`src/rtl/uop_exec.sv`:
```
module uop_exec #(
  parameter int DW   = 8,
  parameter int NREG = 8,
  localparam int AW  = $clog2(NREG)
) (
  input  logic          clk,
  input  logic          rst_n,
  input  logic          ld_en,
  input  logic          ld_sel_t2,
  input  logic          ld_from_din,
  input  logic [AW-1:0] rd_addr,
  input  logic [DW-1:0] din,
  input  logic          clr_t1,
  input  logic          set_ac,
  input  logic          io,
  input  logic          rd,
  input  logic          wr,
  input  logic [2:0]    alu_op,
  input  logic          wb_reg_en,
  input  logic [AW-1:0] wb_addr,
  input  logic          wb_dout,
  input  logic [1:0]    flag_cls,
  output logic [DW-1:0] dout,
  output logic [4:0]    flags,
  output logic          rd_o,
  output logic          wr_o,
  output logic          io_o
);

  logic [DW-1:0] bank [NREG];
  logic [DW-1:0] t1, t2;

  logic          p2_cin1, p2_wb_reg, p2_wb_dout;
  logic [2:0]    p2_op;
  logic [AW-1:0] p2_addr;
  logic [1:0]    p2_cls;

  logic [DW-1:0] opnd;
  logic [DW:0]   sum;
  logic [4:0]    nib;
  logic          cin, is_add;
  logic [DW-1:0] res;
  logic [4:0]    fnew;

  assign opnd   = ld_from_din ? din : bank[rd_addr];
  assign io_o   = rst_n & io;

  assign is_add = (p2_op == 3'd2) || (p2_op == 3'd3);
  assign cin    = (p2_op == 3'd3) ? flags[0] : p2_cin1;
  assign sum    = {1'b0, t1} + {1'b0, t2} + {{DW{1'b0}}, cin};
  assign nib    = {1'b0, t1[3:0]} + {1'b0, t2[3:0]} + {4'd0, cin};

  always_comb begin
    case (p2_op)
      3'd0:    res = t1;
      3'd1:    res = t2;
      3'd2,
      3'd3:    res = sum[DW-1:0];
      3'd4:    res = t1 & t2;
      3'd5:    res = t1 | t2;
      3'd6:    res = t1 ^ t2;
      default: res = ~t1;
    endcase
  end

  assign fnew = {res[DW-1], res == '0, is_add & nib[4], ~^res, is_add & sum[DW]};

  always_ff @(posedge clk) begin
    if (!rst_n) begin
      t1 <= '0;
      t2 <= '0;
    end else begin
      if (ld_en && ld_sel_t2)
        t2 <= opnd;
      if (clr_t1)
        t1 <= '0;
      else if (ld_en && !ld_sel_t2)
        t1 <= opnd;
    end
  end

  always_ff @(posedge clk) begin
    if (!rst_n) begin
      p2_cin1    <= 1'b0;
      p2_wb_reg  <= 1'b0;
      p2_wb_dout <= 1'b0;
      p2_op      <= '0;
      p2_addr    <= '0;
      p2_cls     <= '0;
      rd_o       <= 1'b0;
      wr_o       <= 1'b0;
    end else begin
      p2_cin1    <= set_ac;
      p2_wb_reg  <= wb_reg_en;
      p2_wb_dout <= wb_dout;
      p2_op      <= alu_op;
      p2_addr    <= wb_addr;
      p2_cls     <= flag_cls;
      rd_o       <= rd;
      wr_o       <= wr;
    end
  end

  always_ff @(posedge clk) begin
    if (!rst_n) begin
      for (int i = 0; i < NREG; i++) bank[i] <= '0;
      dout  <= '0;
      flags <= '0;
    end else begin
      if (p2_wb_reg)  bank[p2_addr] <= res;
      if (p2_wb_dout) dout <= res;
      if (p2_cls[0])  flags[4:1] <= fnew[4:1];
      if (p2_cls[1])  flags[0]   <= fnew[0];
    end
  end

endmodule

```
`config.mk`:
```
export PLATFORM = sky130hd
export DESIGN_NAME = uop_exec
export DESIGN_NICKNAME = d
export VERILOG_FILES = /design/src/rtl/uop_exec.sv
export SDC_FILE = /design/constraint.sdc
export NUM_CORES = 1
export LEC_CHECK = 0
export BUFFER_PORTS_ARGS = -buffer_cell sky130_fd_sc_hd__buf_2
export CAP_MARGIN = 10
export CORE_MARGIN = 3
export CORE_UTILIZATION = 25
export CTS_CLUSTER_DIAMETER = 50
export DETAILED_ROUTE_END_ITERATION = 10
export SLEW_MARGIN = 20
export SYNTH_ARGS = -nofsm -noshare
export SYNTH_HDL_FRONTEND = slang
export SYNTH_SLANG_ARGS = --single-unit
```
`constraint.sdc`:
```
create_clock -name clk -period 4.7 [get_ports clk]
set_input_delay 0.47 -clock clk [delete_from_list [all_inputs] [get_ports clk]]
set_output_delay 0.47 -clock clk [all_outputs]
set_load 0.01 [all_outputs]
```
Word-level counts from Yosys, hierarchy flattened --
Memories as Yosys holds them, arrays and structs flattened. Cells that the tools add are included.
Storage, ports and cells: memories 1, bits of input ports 31, flip-flop bits (word level) 42, RAM bits 64, word-level logic and storage cells 52, output and inout bits 16
Memories:
- bank | words 8, width 8, rd ports 1, clocked after Yosys merged registers in 0, wr ports 8, RTL line 30 | logic [DW-1:0] bank [NREG];
Cells by class: bitwise gates (word level) 8, add/subtract/negate cells 4, reductions and logical operators 10, multiplexer cells 10, equal/unequal tests 6
Operator list (count):
- 8-bit one-hot mux with 6 select lines | 1
- 8-bit 2-to-1 mux | 2
- 8-bit by 8-bit adder with 9-bit output | 1
- 9-bit by 1-bit adder with 9-bit output | 1
- 3-bit equality test, second input constant | 3
- 8-bit AND | 1
- 8-bit zero test | 1
- 8-bit inverter | 1
- 8-bit bitwise OR | 1
- 8-bit OR reduction | 1
- 8-bit XNOR reduction | 1
- 8-bit bitwise XOR | 1
- 3-bit by 2-bit equality test with 1-bit output, second input constant | 2
- 1-bit 2-to-1 mux | 6
- 4-bit by 4-bit adder with 5-bit output | 1
- 5-bit by 1-bit adder with 5-bit output | 1
- 2-bit OR reduction | 2
- 1-bit AND | 3
- 3-bit by 1-bit equality test with 1-bit output, second input constant | 1
- 3-bit zero test | 1
- 3-bit 2-to-1 mux | 1
- 1-bit logical AND | 2
- 1-bit zero test | 1
- 1-bit logical OR | 1
- 1-bit inverter | 1

Depth between registers and ports, before layout --
depth in word-level cells 5, depth in mapped cells 16, mapped depth without buffers 15

Worst setup path after synthesis --
Ideal clock, no wire load.
kind register -> register, start point register p2_op[1], end point register flags[1], required time 4.572 ns, setup time 0.128 ns, stages on the path, launching flop included 17, slack 1.279 ns, arrival 3.293 ns, path buffers 1, cell sequence dfxtp_1 > buf_2 > nor2b_1 > nand2_1 > mux2i_1 > fa_1 > fa_1 > nor2b_1 > o31a_1 > o211ai_1 > a21oi_2 > ha_1 > xnor2_1 > xnor2_1 > nor2_1 > a21oi_1 > nor2_1
On the way: longest elaborated chain between the ends 5, elaborated cells between the ends (all ways) 12, classes of those cells add/sub: 1; eq/ne: 6; mux: 2; reduce/logical: 3
RTL lines:
- start, declared | RTL line 34 | logic [2:0] p2_op;
- start signal, assigned | RTL line 96 | p2_op <= alu_op;
- 3-bit by 2-bit equality test with 1-bit output | RTL line 49, 54
- 1-bit 2-to-1 mux | RTL line 49 | assign cin = (p2_op == 3'd3) ? flags[0] : p2_cin1;
- 9-bit by 1-bit adder with 9-bit output | RTL line 50 | assign sum = {1'b0, t1} + {1'b0, t2} + {{DW{1'b0}}, cin};
- 8-bit one-hot mux with 6 select lines (*) | RTL line 54 | case (p2_op)
- 8-bit XNOR reduction (*) | RTL line 66 | assign fnew = {res[DW-1], res == '0, is_add & nib[4], ~^res, is_add & sum[DW]};
- end signal, assigned | RTL line 112 | if (p2_cls[0]) flags[4:1] <= fnew[4:1];
- end, declared | RTL line 24 | output logic [4:0] flags,
Mark *: on every way between the ends. The rest lies on a longest branch, timed or not. A chain may end at the register's enable or synchronous reset.

Worst setup path after layout --
start point register p2_op[2], end point register flags[1]
Same word-level chain as after synthesis.

==> results.py <==
metrics = {
    "timing": {
        "fmax_mhz": 263,
        "slew_headroom": 0.497,
        "rsz0062_at_grt": "false",
        "hold_viol_final": 0,
        "drv_slew": 0,
        "setup_violations": 0,
        "period_minus_slack_ps": 3800,
        "finalCritPeriodShare": 0.807,
        "tightest_slew_ps": 755,
        "skew_ps": 7.49,
        "setup_tns_ps": 0,
    },
    "route": {
        "first_pass_iters": 5,
        "drc_errors": 0,
        "wirelength_microns": 13800,
        "via_per_inst": 4.89,
        "wl_per_cell_microns": 16.9,
        "via_count": 3989,
        "ant_nets": 0,
        "drt-initial-drc-count": 323,
    },
    "cells_and_area": {
        "fillCellCount": 2210,
        "antenna_cells": 0,
        "multi_input_area_sq_um": 2540,
        "largest_reg_flops": 64,
        "top_register": "bank",
        "design_area_sq_um": 6310,
        "nets": 588,
        "area_growth_syn_to_layout_pct": 13.5,
        "layout-drive-gt1-share": 0.154,
        "seqCellArea_sq_um": 2760,
    },
    "clocking": {
        "ctsHoldBuffers": 0,
        "numClockSinks": 106,
        "clock_path_buffers": 2,
        "cts_root_buf": "clkbuf_16",
        "cts_tree": "yes",
        "insertion_delay_ps": 350,
        "htreeDepth": 3,
        "cts_made_buffers": 9,
        "post_cts_buffers": 0,
        "cts.clk_slew.worst_paths_ps": 70,
        "cts_resized": 0,
    },
    "critical_path": {
        "r2r_cells": 17,
        "worst_setup_path_end_kind": "flop",
        "rrSetupSlack_ps": 900,
        "path_max_fanout": 25,
        "cp.arrival_ps": 4020,
        "cp.required_ps": 4920,
        "worstSetupPathType": "flop to flop",
        "cp-start-kind": "flop",
    },
    "placement": {
        "hpwlAfterDp_microns": 9900,
        "place_area_sq_um": 6030,
        "portBuffers": 46,
        "gp_congestion": 0.882,
    },
    "die": {
        "initial_core_util": 0.259,
        "die_w_microns": 155,
        "die_height_microns": 155,
        "core_area_sq_um": 21400,
        "dieArea_sq_um": 24100,
        "boundaryPins": 47,
        "core.rowCount": 53,
    },
    "synth": {
        "synth_nets": 552,
        "ys_top_cells_by_count": "85 x nor2_1, 64 x edfxtp_1, 42 x dfxtp_1",
        "synth.distinct_cells": 65,
        "yosysWarnings": 0,
        "synth_top_area_cell": "edfxtp_1",
        "synth_area_leaders": "edfxtp_1 35%, dfxtp_1 15%, mux4_1 7.1%",
        "synth-seq-area-share": 0.497,
        "synth.most_common_cell": "nor2_1",
        "synth_edf_count": 64,
        "async_reset_ff_frac": 0,
        "netlist_area_sq_um": 5560,
        "synth_top_area_share": 0.346,
        "syn_area_per_cell_sq_um": 11.1,
        "synth_top_flop_cell": "edfxtp_1",
        "synthCells": 499,
        "ys_ff_latch": 106,
    },
    "grt": {
        "use_met2": 0.175,
        "grtUsageMet1": 0.172,
        "antenna_found_initial": 0,
        "grt_overflow_total": 0,
        "grt_pass1_vias": 3829,
        "grt_max_degree": 32,
        "grt_util_met3": 0.0197,
        "grt_use_total": 0.117,
        "gr-max-usage-layer": "met2",
        "grt_pass1_wl_microns": 21900,
    },
    "hold_path": {
        "min_path_cells": 2,
        "min_path_type": "input pin to flop",
    },
    "outcome": {
        "status": "finished clean",
    },
    "power": {
        "p_per_area_nw_per_um2": 318,
        "peakVddDrop_v": 0.000174,
        "power.leakage_nw": 2.37,
    },
    "run": {
        "drv_cap": 0,
    },
}
layout by cell type, fill, tap and decap left out, types with 15 or more instances in the layout:
cell	synthesis	layout
nand2_1	27	27
buf_2	7	46
nor2_1	85	85
edfxtp_1	64	64
dfxtp_1	42	42
nor2b_1	24	24
ha_1	20	20
mux4_1	15	15
inv_1	22	22
area by class of cell:
type                       count  area share
sequential                   106       0.438
clock inverter                 5     0.00595
timing repair buffer          53      0.0448
inverter                      25      0.0149
multi-input combinational    340       0.403
tap                          275      0.0545
clock buffer                  11      0.0385
layer usage:
layer | vias up | wire length, microns | part of all wire
met5 | - | 0 | 0
met4 | 0 | 210 | 0.015
met3 | 16 | 693 | 0.050
met2 | 122 | 6210 | 0.45
met1 | 1938 | 6660 | 0.48
li1 | 1913 | - | -
through the flow:
| stage | worst slack, ps | utilization | cells | total power, W | hold slack [ps] |
|---|---|---|---|---|---|
| finish | 905 | 0.295 | 815 | 0.00201 | 321 |
| global route | 579 | 0.295 | 815 | 0.00209 | 317 |
| CTS | 911 | 0.295 | 815 | 0.00203 | 305 |
| detailed placement | 938 | 0.281 | 799 | 0.00131 | 471 |
| global placement | 963 | 0.281 | 799 | 0.00131 | 463 |
| floorplan | 1280 | - | 499 | 0.00123 | 455 |
report_power, final:
group	internal, W	leakage (nW)	switching, W
Sequential	0.00102	1.01	0.0000192
Clock	0.000378	0.138	0.000342
Combinational	0.000100	1.23	0.000146
Total	0.00150	2.37	0.000507
worst paths after layout:
path	from	to
setup / recovery	p2_op[2]	flags[1]
hold / removal	wb_reg_en	p2_wb_reg
setup reg to reg	p2_op[2]	flags[1]
hold reg to reg	dout[3]	dout[3]
critical path, stage by stage, from the launching register on:
cell      delay, ps
dfxtp_1         300
buf_4           210
nor2b_1         360
nand2_1         120
mux2i_1         150
fa_1            410
fa_1            430
nor2b_1         220
o31a_1          200
o211ai_1        130
a21oi_2         160
buf_4           200
ha_1            250
xnor2_1         190
xnor2_1         130
nor2_1           50
a21oi_1         110
nor2_1           50
logic make-up after synthesis:
| group | Yosys count | share of synthesized area |
|---|---|---|
| and+or+nand+nor | 191 | 0.165 |
| AOI/OAI and AO/OA | 96 | 0.136 |
| muxes | 27 | 0.0977 |
| DFF | 106 | 0.497 |
| xor gates and xnor gates | 4 | 0.00631 |
| buffers and inverters | 53 | 0.0448 |
| adders and majority gates | 22 | 0.0522 |
(Power assumes the default switching activity.)
